===== src/rtl/mdio_pkg.sv =====
package mdio_pkg;
    localparam int FRAME_LEN  = 64;
    localparam int PRE_LEN    = 32;
    localparam int ADR_W      = 5;
    localparam int VAL_W      = 16;
    localparam int BIT_START  = 20;
    localparam int BIT_RD     = 17;
    localparam int BIT_WR     = 16;
    localparam int PHY_LSB    = 8;
    // first bit index of each field inside the frame
    localparam int IDX_ST     = PRE_LEN;
    localparam int IDX_OP     = IDX_ST + 2;
    localparam int IDX_PHY    = IDX_OP + 2;
    localparam int IDX_REG    = IDX_PHY + ADR_W;
    localparam int IDX_TA     = IDX_REG + ADR_W;
    localparam int IDX_DATA   = IDX_TA + 2;

    localparam logic [1:0] RA_CMD  = 2'd0;
    localparam logic [1:0] RA_DATA = 2'd1;
    localparam logic [1:0] RA_STAT = 2'd2;

    typedef enum logic [3:0] {
        S_IDLE, S_PREAMBLE, S_START, S_OPCODE, S_PHYAD,
        S_REGAD, S_TURN, S_DATA, S_DONE
    } seq_state_e;
endpackage


===== src/rtl/mdio_mdc_gen.sv =====
module mdio_mdc_gen #(
    parameter int DIV_HALF = 2
) (
    input  logic clk,
    input  logic rst_n,
    input  logic run,
    output logic mdc,
    output logic rise_tick,
    output logic fall_tick
);
    localparam int CW = (DIV_HALF < 2) ? 1 : $clog2(DIV_HALF);
    localparam logic [CW-1:0] CNT_LAST = CW'(DIV_HALF - 1);

    logic [CW-1:0] cnt;
    logic          tick;

    assign tick      = run && (cnt == CNT_LAST);
    assign rise_tick = tick && !mdc;
    assign fall_tick = tick && mdc;

    always_ff @(posedge clk or negedge rst_n) begin
        if (!rst_n) begin
            cnt <= '0;
            mdc <= 1'b0;
        end else if (!run) begin
            cnt <= '0;
            mdc <= 1'b0;
        end else if (tick) begin
            cnt <= '0;
            mdc <= !mdc;
        end else begin
            cnt <= cnt + CW'(1);
        end
    end
endmodule


===== src/rtl/mdio_frame_seq.sv =====
module mdio_frame_seq
    import mdio_pkg::*;
(
    input  logic             clk,
    input  logic             rst_n,
    input  logic             start,
    input  logic             start_rd,
    input  logic [ADR_W-1:0] phy_ad,
    input  logic [ADR_W-1:0] reg_ad,
    input  logic [VAL_W-1:0] wr_val,
    input  logic             rise_tick,
    input  logic             fall_tick,
    input  logic             mdio_in,
    output logic             busy,
    output logic             done,
    output logic             is_rd,
    output logic [ADR_W-1:0] phy_q,
    output logic [VAL_W-1:0] rd_val,
    output logic             rd_fail,
    output logic             mdio_out,
    output logic             mdio_oe
);
    localparam int IW = $clog2(FRAME_LEN);
    localparam logic [IW-1:0] END_PRE  = IW'(IDX_ST - 1);
    localparam logic [IW-1:0] END_ST   = IW'(IDX_OP - 1);
    localparam logic [IW-1:0] END_OP   = IW'(IDX_PHY - 1);
    localparam logic [IW-1:0] END_PHY  = IW'(IDX_REG - 1);
    localparam logic [IW-1:0] END_REG  = IW'(IDX_TA - 1);
    localparam logic [IW-1:0] END_TA   = IW'(IDX_DATA - 1);
    localparam logic [IW-1:0] END_DATA = IW'(FRAME_LEN - 1);
    localparam logic [IW-1:0] TA_LATE  = IW'(IDX_TA + 1);

    seq_state_e             state, nxt;
    logic [IW-1:0]          idx;
    logic [FRAME_LEN-1:0]   sr;
    logic [VAL_W-1:0]       shift_in;
    logic                   fail_q;

    // state register
    always_ff @(posedge clk or negedge rst_n) begin
        if (!rst_n) state <= S_IDLE;
        else        state <= nxt;
    end

    // next state
    always_comb begin
        nxt = state;
        unique case (state)
            S_IDLE:     if (start)                        nxt = S_PREAMBLE;
            S_PREAMBLE: if (fall_tick && idx == END_PRE)  nxt = S_START;
            S_START:    if (fall_tick && idx == END_ST)   nxt = S_OPCODE;
            S_OPCODE:   if (fall_tick && idx == END_OP)   nxt = S_PHYAD;
            S_PHYAD:    if (fall_tick && idx == END_PHY)  nxt = S_REGAD;
            S_REGAD:    if (fall_tick && idx == END_REG)  nxt = S_TURN;
            S_TURN:     if (fall_tick && idx == END_TA)   nxt = S_DATA;
            S_DATA:     if (fall_tick && idx == END_DATA) nxt = S_DONE;
            S_DONE:                                       nxt = S_IDLE;
            default:                                      nxt = S_IDLE;
        endcase
    end

    // frame datapath
    always_ff @(posedge clk or negedge rst_n) begin
        if (!rst_n) begin
            idx      <= '0;
            sr       <= '0;
            shift_in <= '0;
            fail_q   <= 1'b0;
            is_rd    <= 1'b0;
            phy_q    <= '0;
        end else if (state == S_IDLE) begin
            if (start) begin
                sr <= {{PRE_LEN{1'b1}}, 2'b01,
                       (start_rd ? 2'b10 : 2'b01),
                       phy_ad, reg_ad,
                       (start_rd ? 2'b11 : 2'b10),
                       wr_val};
                idx    <= '0;
                fail_q <= 1'b0;
                is_rd  <= start_rd;
                phy_q  <= phy_ad;
            end
        end else if (state != S_DONE) begin
            if (fall_tick) begin
                sr  <= {sr[FRAME_LEN-2:0], 1'b0};
                idx <= idx + IW'(1);
            end
            if (rise_tick && is_rd) begin
                if (state == S_TURN && idx == TA_LATE)
                    fail_q <= mdio_in;
                if (state == S_DATA)
                    shift_in <= {shift_in[VAL_W-2:0], mdio_in};
            end
        end
    end

    // outputs
    always_comb begin
        busy     = (state != S_IDLE);
        done     = (state == S_DONE);
        mdio_out = sr[FRAME_LEN-1];
        rd_val   = shift_in;
        rd_fail  = fail_q;
        unique case (state)
            S_IDLE, S_DONE: mdio_oe = 1'b0;
            S_TURN, S_DATA: mdio_oe = !is_rd;
            default:        mdio_oe = 1'b1;
        endcase
    end
endmodule


===== src/rtl/mdio_regs.sv =====
module mdio_regs
    import mdio_pkg::*;
(
    input  logic             clk,
    input  logic             rst_n,
    input  logic             wr_en,
    input  logic [1:0]       wr_addr,
    input  logic [31:0]      wr_data,
    input  logic [1:0]       rd_addr,
    output logic [31:0]      rd_data,
    input  logic             busy,
    input  logic             done,
    input  logic             seq_rd,
    input  logic [VAL_W-1:0] rd_val,
    input  logic             rd_fail,
    output logic             start,
    output logic             start_rd,
    output logic [ADR_W-1:0] phy_ad,
    output logic [ADR_W-1:0] reg_ad,
    output logic [VAL_W-1:0] wr_val
);
    logic [ADR_W-1:0] cmd_phy_q, cmd_reg_q;
    logic             cmd_rd_q, cmd_wr_q;
    logic [31:0]      data_q;
    logic             stat_q;
    logic             cmd_wr;
    logic             unused_bits;

    assign unused_bits = ^{wr_data[31:21], wr_data[19:18], wr_data[7:5]};

    assign cmd_wr   = wr_en && (wr_addr == RA_CMD);
    assign start    = cmd_wr && !busy && wr_data[BIT_START]
                      && (wr_data[BIT_RD] || wr_data[BIT_WR]);
    assign start_rd = wr_data[BIT_RD];
    assign phy_ad   = wr_data[PHY_LSB +: ADR_W];
    assign reg_ad   = wr_data[ADR_W-1:0];
    assign wr_val   = data_q[VAL_W-1:0];

    always_ff @(posedge clk or negedge rst_n) begin
        if (!rst_n) begin
            cmd_phy_q <= '0;
            cmd_reg_q <= '0;
            cmd_rd_q  <= 1'b0;
            cmd_wr_q  <= 1'b0;
            data_q    <= '0;
            stat_q    <= 1'b0;
        end else begin
            if (start) begin
                cmd_phy_q <= phy_ad;
                cmd_reg_q <= reg_ad;
                cmd_rd_q  <= start_rd;
                cmd_wr_q  <= !start_rd;
            end
            if (wr_en && wr_addr == RA_DATA)
                data_q[VAL_W-1:0] <= wr_data[VAL_W-1:0];
            if (done) begin
                stat_q <= seq_rd && rd_fail;
                if (seq_rd)
                    data_q[31:VAL_W] <= rd_val;
            end
        end
    end

    always_comb begin
        rd_data = '0;
        case (rd_addr)
            RA_CMD: begin
                rd_data[BIT_START]           = busy;
                rd_data[BIT_RD]              = cmd_rd_q;
                rd_data[BIT_WR]              = cmd_wr_q;
                rd_data[PHY_LSB +: ADR_W]    = cmd_phy_q;
                rd_data[ADR_W-1:0]           = cmd_reg_q;
            end
            RA_DATA: rd_data = data_q;
            RA_STAT: rd_data[0] = stat_q;
            default: rd_data = '0;
        endcase
    end
endmodule


===== src/rtl/mdio_cmd_engine.sv =====
module mdio_cmd_engine
    import mdio_pkg::*;
#(
    parameter int DIV_HALF = 2
) (
    input  logic        clk,
    input  logic        rst_n,
    input  logic        wr_en,
    input  logic [1:0]  wr_addr,
    input  logic [31:0] wr_data,
    input  logic [1:0]  rd_addr,
    output logic [31:0] rd_data,
    output logic        mdc,
    output logic        mdio_out,
    output logic        mdio_oe,
    input  logic        mdio_in
);
    logic             start, start_rd;
    logic [ADR_W-1:0] phy_ad, reg_ad, seq_phy;
    logic [VAL_W-1:0] wr_val, rd_val;
    logic             seq_busy, seq_done, seq_rd, rd_fail;
    logic             rise_tick, fall_tick;

    mdio_regs u_regs (
        .clk(clk), .rst_n(rst_n),
        .wr_en(wr_en), .wr_addr(wr_addr), .wr_data(wr_data),
        .rd_addr(rd_addr), .rd_data(rd_data),
        .busy(seq_busy), .done(seq_done), .seq_rd(seq_rd),
        .rd_val(rd_val), .rd_fail(rd_fail),
        .start(start), .start_rd(start_rd),
        .phy_ad(phy_ad), .reg_ad(reg_ad), .wr_val(wr_val)
    );

    mdio_mdc_gen #(.DIV_HALF(DIV_HALF)) u_mdc (
        .clk(clk), .rst_n(rst_n), .run(seq_busy),
        .mdc(mdc), .rise_tick(rise_tick), .fall_tick(fall_tick)
    );

    mdio_frame_seq u_seq (
        .clk(clk), .rst_n(rst_n),
        .start(start), .start_rd(start_rd),
        .phy_ad(phy_ad), .reg_ad(reg_ad), .wr_val(wr_val),
        .rise_tick(rise_tick), .fall_tick(fall_tick), .mdio_in(mdio_in),
        .busy(seq_busy), .done(seq_done), .is_rd(seq_rd), .phy_q(seq_phy),
        .rd_val(rd_val), .rd_fail(rd_fail),
        .mdio_out(mdio_out), .mdio_oe(mdio_oe)
    );
endmodule


===== config.mk =====
export PLATFORM = sky130hd
export DESIGN_NAME = mdio_cmd_engine
export DESIGN_NICKNAME = d
export VERILOG_FILES = /design/src/rtl/mdio_pkg.sv /design/src/rtl/mdio_mdc_gen.sv /design/src/rtl/mdio_frame_seq.sv /design/src/rtl/mdio_regs.sv /design/src/rtl/mdio_cmd_engine.sv
export SDC_FILE = /design/constraint.sdc
export NUM_CORES = 1
export LEC_CHECK = 0
export BUFFER_PORTS_ARGS = -buffer_cell sky130_fd_sc_hd__buf_2
export CORE_MARGIN = 5
export CORE_UTILIZATION = 50
export DETAILED_ROUTE_END_ITERATION = 10
export PLACE_DENSITY = 0.7
export SLEW_MARGIN = 40
export SYNTH_ARGS = -nofsm -noshare
export SYNTH_HDL_FRONTEND = slang
export SYNTH_SLANG_ARGS = --single-unit

===== constraint.sdc =====
create_clock -name clk -period 7.5 [get_ports clk]
set_clock_uncertainty 0.05 [all_clocks]
set_input_delay 1.125 -clock clk [delete_from_list [all_inputs] [get_ports clk]]
set_output_delay 1.125 -clock clk [all_outputs]
set_load 0.05 [all_outputs]

==> results of run 1 <==
## layout by cell type, fill, tap and decap left out, types with 9 or more instances in the layout
master	synthesis	routed
mux2_2	50	50
dfrtp_1	139	139
nand3_1	9	9
and2_1	20	20
buf_2	5	60
clkbuf_16	0	17
mux2i_1	12	12
nor2_1	75	75
nand2_1	70	70
o21ai_0	10	10
o22a_1	27	27
o22ai_1	25	25
## worst paths after layout
| check | start | endpoint | slack, ns | cells after the start |
|---|---|---|---|---|
| max | rd_addr[0] | rd_data[28] | 3.67 | 4 |
| min | u_seq.sr[56] | u_seq.sr[56] | 0.42 | 2 |
| max reg2reg | u_seq.state[0] | u_seq.sr[28] | 4.26 | 7 |
| min reg2reg | u_seq.sr[56] | u_seq.sr[56] | 0.42 | 2 |
| max in group asynchronous | rst_n | u_regs.data_q[20] | 5.69 | 2 |
| min in group asynchronous | rst_n | u_seq.state[0] | 0.61 | 1 |
## power groups by stage
stage | registers [W] | logic, W | clock network, W
floorplan | 0.000790 | 0.0000561 | 0
global route | 0.000783 | 0.000103 | 0.000927
detailed placement | 0.000794 | 0.0000950 | 0
finish | 0.000781 | 0.0000937 | 0.000878
CTS | 0.000781 | 0.0000953 | 0.000894
global placement | 0.000792 | 0.0000922 | 0
## cells by family after synthesis
kind of cell | Yosys count
adder cells (fa/ha/maj) | 3
AND/OR/NAND/NOR | 207
XOR/XNOR | 3
buffers and inverters | 39
multiplexers | 62
flip-flops | 139
AO/OA/AOI/OAI | 88
## per-layer routing
| metal | wire [µm] | track usage (%) |
|---|---|---|
| met1 | 5970 | 25.3 |
| met4 | 126 | 7.16 |
| met2 | 5900 | 27.4 |
| met3 | 570 | 4.52 |
| met5 | 0 | 0 |
## registers in the layout (all words and copies together) (netlist names)
name              cells
u_regs.cmd_phy_q      5
u_seq.rd_fail         1
u_regs.stat_q         1
u_seq.rd_val         16
u_mdc.cnt             1
u_seq.state           4
u_seq.idx             6
u_regs.data_q        32
u_regs.cmd_rd_q       1
u_regs.cmd_reg_q      5
u_mdc.mdc             1
u_seq.sr             64
u_regs.cmd_wr_q       1
u_seq.is_rd           1
## layout make-up
type                       instances  area [µm²]
timing repair buffer              68         370
inverter                           4        15.0
fill                             972        4890
clock buffer                      23         498
tap                              147         184
clock inverter                     9         134
multi-input combinational        363        2390
sequential                       139        3480
## critical path: cells and delay by family
kind | cells | cell delay (ns)
buffers and inverters | 2 | 0.66
and+or+nand+nor | 2 | 0.84
## through the flow
step,total power (W),setup slack (ns)
CTS,0.00177,3.65
global placement,0.000885,3.42
finish,0.00175,3.67
floorplan,0.000846,3.71
global route,0.00181,3.55
detailed placement,0.000889,3.67
==> run_results.csv, run 1 <==
group,metric,value,unit
place,dp_hpwl,7760,µm
routing,wl,12600,µm
synthesis,syn_avg_cell_area,11.2,µm²
setup_path,start_kind,"input pin",
final_layout,syn2layout_area_growth,16.9,%
timing,setup_viol,0,
routing,dr.pass1.iters,4,
synthesis,synthTopCellsByArea,"dfrtp_1 57%, mux2_2 9.3%, nor2_1 4.7%, nand2_1 4.3%, o22a_1 3.9%",
place,gp_congestion,0.806,
timing,tns,0,ns
grt,grt_usage,18.2,%
clock_network,cts_buffer_depth,2,
timing,finalMaxSlewViolations,0,
power,power_frac_seq,44.6,%
job,drv_cap,0,
routing,detail_route.wl_per_cell,16.7,µm
setup_path,critPathArrivalTime,2.65,ns
synthesis,ys.flop_type,"dfrtp_1",
timing,relSlewSlack,52.9,%
die,io_pins,75,
clock_network,cts_setup_buffers,0,
synthesis,synth_top_family_by_area,"simple AND/OR/NAND/NOR gates",
synthesis,synth_compound_area_share,10.6,%
place,dp_cells,721,
synthesis,syn-num-nets,584,
grt,grt_max_degree,87,
power,ir_drop,0.000187,V
synthesis,synth_commonest_cells,"139 x dfrtp_1, 75 x nor2_1, 70 x nand2_1",
power,pwr-share-clk,50.1,%
synthesis,yosysSeqAreaShare,57.5,%
routing,via_count,4251,
grt,grt_pass1_wl,20900,µm
setup_path,path_cells,"buf_2 > nor2b_2 > and2_1 > buf_2",
clock_network,numCtsBuffers,17,
die,die_area,14400,µm²
clock_network,cts_tree,"done",
place,place_area,6440,µm²
clock_network,cts_root_buffer,"clkbuf_16",
clock_network,htreeDepth,4,
clock_network,clk_pin_slew,0.05,ns
synthesis,async_reset_ff_share,100,%
power,p_sw_share,22.0,%
power,p_comb_share,5.3,%
setup_path,endpoint_kind,"output pin",
final_layout,post_route_cells_drive_above_1_share,26.4,%
synthesis,synth-xor-area-share,0.434,%
synthesis,muxShareOfSynthArea,11.3,%
setup_path,critPathKind,"in -> out",
routing,drc,0,
power,p_switching,0.000385,W
final_layout,fin_area,7070,µm²
timing,finalCritPeriodShare,51.0,%
grt,grt_overflow,0,
grt,grt_pass1_vias,4177,
synthesis,synth_top_area_share,57.5,%
synthesis,synthAdderAreaFrac,0.620,%
synthesis,ys_warn_count,0,
setup_path,path_common_cell,"buf_2",
timing,clock.fmax,261,MHz
final_layout,fin_util,59.1,%
clock_network,clock-sinks,139,
die,initial_utilization,50.6,%
routing,postRouteAntennaNets,0,
synthesis,ys_types,52,
worst_hold_path,min_path_type,"reg -> reg",
final_layout,stdcell_count,753,
die,die_x,120,µm
setup_path,critical_path.max_stage_delay,0.62,ns
timing,hold_violations,0,
timing,tightestPinTransition,0.704,ns
timing,holdWs,0.419,ns
synthesis,syn_inst,541,
synthesis,yosys.area.top_type,"dfrtp_1",
power,power.leakage,3.59,nW
clock_network,clk-insertion-delay-late,0.42,ns
synthesis,synth_seq_cells,139,
die,core.rowCount,40,
setup_path,critPathMaxFanout,19,
grt,antenna_found_initial,0,
synthesis,synth.most_common_cell,"dfrtp_1",
setup_path,slowest_stage,"nor2b_2",
die,fp.dieH,120,µm
synthesis,syn_area,6050,µm²
synthesis,synth_edf_count,0,
routing,routed_via_density,5.65,
synthesis,synth-simple-area-share,16.2,%
timing,fin_crit,3.83,ns
outcome,outcome,"finished, final reports clean",
place,io_buffers,61,
final_layout,diodes,0,
final_layout,layout.nets,636,
clock_network,hold_buffers,0,
routing,drt_iter0_drc,268,
die,core_area,12000,µm²
setup_path,crit_required,6.32,ns
power,p_per_area,248,nW/µm²
clock_network,postCtsResizedCells,0,
timing,rsz0062_at_grt,"false",
power,p_int,0.00137,W
Power figures use the tool's default switching activity.
==> run 2: changes to the inputs <==
- PLACE_DENSITY: 0.7 -> 0.73
- clock period: 7.5 -> 3.1 ns (I/O delays scaled with it)
==> run 2 against run 1 <==
  * The flow now finishes with violations (negative hold slack)
  * Hold slack worse by 0.42 ns
  * Critical path depth up 2
  * Final area unchanged
  * Critical path type is now reg -> reg
  * Non-clock buffer count up 8
  * Largest power group unchanged
  * Combinational power up 140%
  * Sequential power up 140%
  * Die area unchanged
==> run_results.csv, run 2 (synthesis gave the netlist of run 1 again) <==
group,metric,value,unit
power,p_per_area,573,nW/µm²
setup_path,path_depth,6,
final_layout,layout_commonest_cell,"dfrtp_1",
grt,grt_overflow,0,
clock_network,postCtsResizedCells,0,
clock_network,clk-insertion-delay-late,0.42,ns
setup_path,r2r-end,"u_seq.sr[13]",
die,fp.dieH,120,µm
final_layout,largest-register,"u_seq.sr",
final_layout,syn2layout_area_growth,16.9,%
die,io_pins,75,
power,pwr-share-clk,47.7,%
timing,setup_viol,0,
routing,dr.pass1.iters,4,
power,ir_drop,0.000329,V
place,place_area,6490,µm²
setup_path,crit_required,3.40,ns
routing,drt_iter0_drc,386,
power,power.leakage,3.59,nW
routing,routed_via_density,5.60,
clock_network,htreeDepth,4,
die,initial_utilization,50.6,%
outcome,violations,"negative hold slack",
grt,grt_usage,18.5,%
setup_path,critPathLaunch,"u_seq.state[2]",
grt,grt_pass1_vias,4249,
timing,finalMaxSlewViolations,0,
routing,wl,12500,µm
routing,drc,0,
clock_network,cts_root_buffer,"clkbuf_16",
setup_path,crit_family,"simple AND/OR/NAND/NOR gates",
setup_path,slowest_stage,"or4_1",
place,gp_congestion,0.834,
setup_path,start_kind,"flip-flop",
place,io_buffers,61,
die,core_area,12000,µm²
routing,via_count,4259,
place,dp_cells,729,
timing,rsz0062_at_grt,"false",
timing,finalCritPeriodShare,85.0,%
timing,hold_violations,1,
timing,clock.fmax,379,MHz
grt,grt_max_degree,76,
setup_path,critical_path.max_stage_delay,0.61,ns
clock_network,hold_buffers,0,
power,p_switching,0.000945,W
clock_network,cts_buffer_depth,2,
setup_path,ff2ff_setup_slack,0.46,ns
setup_path,cp-endpoint,"u_seq.sr[13]",
timing,holdWs,-0.000149,ns
clock_network,numCtsBuffers,17,
outcome,outcome,"complete, but fails checks",
routing,detail_route.wl_per_cell,16.4,µm
final_layout,most-common-layout-cells,"139 x dfrtp_1, 75 x nor2_1, 70 x nand2_1",
routing,postRouteAntennaNets,0,
timing,tightestPinTransition,0.677,ns
setup_path,path_cells,"or4_1 > or3_1 > a21oi_4 > buf_4 > nor2_1 > nor2_1",
final_layout,largest_reg_flops,64,
setup_path,endpoint_kind,"flip-flop",
power,p_comb_share,5.6,%
timing,relSlewSlack,54.8,%
timing,tns,0,ns
place,dp_hpwl,8070,µm
grt,grt_pass1_wl,21400,µm
setup_path,r2r_start,"u_seq.state[2]",
power,power_frac_seq,46.6,%
final_layout,fill_cells,952,
setup_path,critPathMaxFanout,21,
die,die_area,14400,µm²
final_layout,post_route_cells_drive_above_1_share,27.2,%
die,die_x,120,µm
setup_path,path_buf_inv,1,
setup_path,path_common_cell,"nor2_1",
job,drv_cap,0,
final_layout,fin_area,7070,µm²
setup_path,critPathArrivalTime,2.93,ns
worst_hold_path,min_path_type,"in -> async",
grt,antenna_found_initial,0,
final_layout,diodes,0,
clock_network,clk_pin_slew,0.06,ns
clock_network,cts_setup_buffers,0,
final_layout,stdcell_count,761,
power,p_int,0.00311,W
power,p_sw_share,23.3,%
clock_network,clock-sinks,139,
clock_network,cts_tree,"done",
final_layout,layout.nets,644,
die,core.rowCount,40,
timing,fin_crit,2.64,ns
setup_path,critPathKind,"reg -> reg",
power,power.total,0.00405,W
setup_path,r2r_cells,6,
-- run 2: changes by cell type in the layout (fill, tap and decap cells not counted), sizes merged --
cell,delta
buf,+9
clkbuf,-4
clkinvlp,+3
bufinv,-2
inv,+2
-- run 2: final cells by class --
class	count	area (µm²)	area share, %
multi-input cells	363	2380	33.6
clock inverters	12	113	1.59
inverters	4	15.0	0.212
repair buffers	76	437	6.17
flip-flops and latches	139	3480	49.2
well taps	147	184	2.60
clock buffers	20	467	6.60
-- run 2: power groups by stage --
stage                     Combinational [W]  Clock, W  Sequential, W
after floorplan                    0.000136         0        0.00191
after global placement             0.000227         0        0.00192
after detailed placement           0.000232         0        0.00192
after CTS                          0.000233   0.00198        0.00189
after global routing               0.000250   0.00207        0.00189
final                              0.000229   0.00194        0.00189
-- run 2: worst min-delay path by stage --
stage / to / slack, ns
5_1_grt: u_seq.rd_fail / 0.07
3_5_place_dp: u_seq.sr[56] / 0.41
6_report: u_mdc.mdc / -0.0001
3_3_place_gp: u_seq.sr[56] / 0.40
4_1_cts: u_mdc.mdc / 0.03
2_1_floorplan: u_mdc.cnt / 0.12
-- run 2: routing by layer --
layer / wire, µm / GRT usage (%)
met1: 5930 / 26.1
met2: 5880 / 28.1
met3: 552 / 4.48
met4: 134 / 6.59
met5: 0 / 0
-- run 2: metrics by stage --
step / util [%] / setup slack (ns)
after global routing: 59.1 / 0.323
final: 59.1 / 0.464
after detailed placement: 54.3 / 0.511
after floorplan: - / 0.628
after global placement: 54.2 / 0.581
after CTS: 59.1 / 0.483
==> run 3: changes to the inputs <==
==> constraint.sdc (replaced) <==
create_clock -name clk -period 3.1 [get_ports clk]
set_clock_uncertainty 0.05 [all_clocks]
set_input_delay 0.62 -clock clk [delete_from_list [all_inputs] [get_ports clk]]
set_output_delay 0.62 -clock clk [all_outputs]
set_load 0.05 [all_outputs]
==> run 3 against run 2 <==
  * The flow now finishes without violations
  * Hold slack better by 0.17 ns
  * Global-route usage hardly changed
  * Final area down 0.50%
  * Combinational power about the same
  * Setup slack lost 0.030 ns
  * Maximum frequency fell by 1.1%
  * Die area unchanged
  * Non-clock buffer count decreased by 2
  * Largest cell class unchanged
==> run_results.csv, run 3 (synthesis gave the netlist of run 1 again) <==
group,metric,value,unit
die,io_pins,75,
grt,grt_overflow,0,
place,dp_hpwl,7980,µm
routing,drt_iter0_drc,314,
clock_network,clk-insertion-delay-late,0.41,ns
timing,hold_violations,0,
routing,detail_route.wl_per_cell,16.6,µm
timing,holdWs,0.172,ns
timing,rsz0062_at_grt,"false",
setup_path,endpoint_kind,"flip-flop",
timing,finalCritPeriodShare,86.0,%
final_layout,layout_commonest_cell,"dfrtp_1",
power,p_per_area,576,nW/µm²
routing,drc,0,
place,gp_congestion,0.805,
grt,antenna_found_initial,0,
power,p_sw_share,22.2,%
final_layout,largest_reg_flops,64,
clock_network,htreeDepth,4,
clock_network,numCtsBuffers,17,
power,p_switching,0.000902,W
clock_network,cts_buffer_depth,2,
final_layout,most-common-layout-cells,"139 x dfrtp_1, 75 x nor2_1, 70 x nand2_1",
grt,grt_pass1_wl,21400,µm
clock_network,cts_tree,"done",
routing,wl,12600,µm
worst_hold_path,min_path_type,"in -> async",
power,ir_drop,0.000337,V
final_layout,post_route_cells_drive_above_1_share,26.1,%
timing,fin_crit,2.67,ns
clock_network,hold_buffers,0,
power,power.leakage,3.58,nW
timing,setup_viol,0,
die,initial_utilization,50.6,%
power,power_frac_seq,46.6,%
timing,clock.fmax,375,MHz
clock_network,clock-sinks,139,
routing,routed_via_density,5.67,
timing,relSlewSlack,54.0,%
final_layout,largest-register,"u_seq.sr",
clock_network,clk_pin_slew,0.05,ns
final_layout,diodes,0,
grt,grt_pass1_vias,4309,
clock_network,cts_setup_buffers,0,
final_layout,syn2layout_area_growth,16.3,%
power,p_int,0.00315,W
setup_path,critPathArrivalTime,2.89,ns
clock_network,postCtsResizedCells,0,
grt,grt_usage,18.5,%
die,die_x,120,µm
die,die_area,14400,µm²
power,pwr-share-clk,47.7,%
timing,tns,0,ns
grt,grt_max_degree,72,
timing,tightestPinTransition,0.689,ns
setup_path,start_kind,"flip-flop",
die,fp.dieH,120,µm
clock_network,cts_root_buffer,"clkbuf_16",
routing,dr.pass1.iters,4,
die,core_area,12000,µm²
place,io_buffers,61,
setup_path,critPathMaxFanout,17,
setup_path,critPathKind,"reg -> reg",
outcome,outcome,"finished, final reports clean",
timing,finalMaxSlewViolations,0,
job,drv_cap,0,
power,p_comb_share,5.7,%
routing,via_count,4291,
final_layout,layout.nets,642,
routing,postRouteAntennaNets,0,
die,core.rowCount,40,
setup_path,crit_required,3.32,ns
[run 3: power by group through the flow]
stage	clock network (W)	logic [W]	registers [W]
floorplan	0	0.000136	0.00191
global placement	0	0.000228	0.00192
detailed placement	0	0.000235	0.00192
CTS	0.00196	0.000237	0.00189
global route	0.00205	0.000252	0.00189
finish	0.00193	0.000232	0.00189
[run 3: through the flow]
stage / utilization [%] / area [µm²] / setup WS (ns) / std cells / power [W]
after global placement: 54.1 / 6470 / 0.516 / 727 / 0.00214
after CTS: 58.8 / 7040 / 0.427 / 757 / 0.00409
after floorplan: - / 6050 / 0.318 / 541 / 0.00205
final: 58.8 / 7040 / 0.434 / 757 / 0.00406
after detailed placement: 54.2 / 6480 / 0.446 / 727 / 0.00216
after global routing: 58.8 / 7040 / 0.210 / 757 / 0.00419
[run 3: layout make-up]
class | count | area, µm²
Fill cell | 954 | 4920
Sequential cell | 139 | 3480
Multi-Input combinational cell | 363 | 2380
Clock buffer | 23 | 468
Timing Repair Buffer | 74 | 422
Tap cell | 147 | 184
Clock inverter | 7 | 91.3
Inverter | 4 | 15.0
[run 3: worst max-delay path, stage by stage, from the launching register on]
cell	delay, ns
dfrtp_1	0.55
or4_1	0.68
o32ai_1	0.46
nand2_1	0.41
o21ai_0	0.29
o31ai_1	0.09
[run 3: path summary, 6_finish.rpt]
| check | cells past startpoint | end | slack, ns | from |
|---|---|---|---|---|
| max reg2reg | 5 | u_seq.idx[3] | 0.43 | u_seq.state[3] |
| min in group clk | 3 | u_regs.cmd_phy_q[3] | 0.38 | wr_data[11] |
| min reg2reg | 2 | u_regs.cmd_reg_q[2] | 0.42 | u_regs.cmd_reg_q[2] |
| max | 5 | u_seq.idx[3] | 0.43 | u_seq.state[3] |
| max in group asynchronous | 2 | u_regs.cmd_reg_q[1] | 2.06 | rst_n |
| min | 1 | u_seq.state[1] | 0.17 | rst_n |
[run 3: layer usage]
metal / track usage [%] / up-vias / wire length, µm
met2: 28.9 / 119 / 5960
met1: 25.6 / 2135 / 5770
met4: 7.16 / 0 / 185
met5: 0 / - / 0
li1: - / 2021 / -
met3: 3.82 / 16 / 678
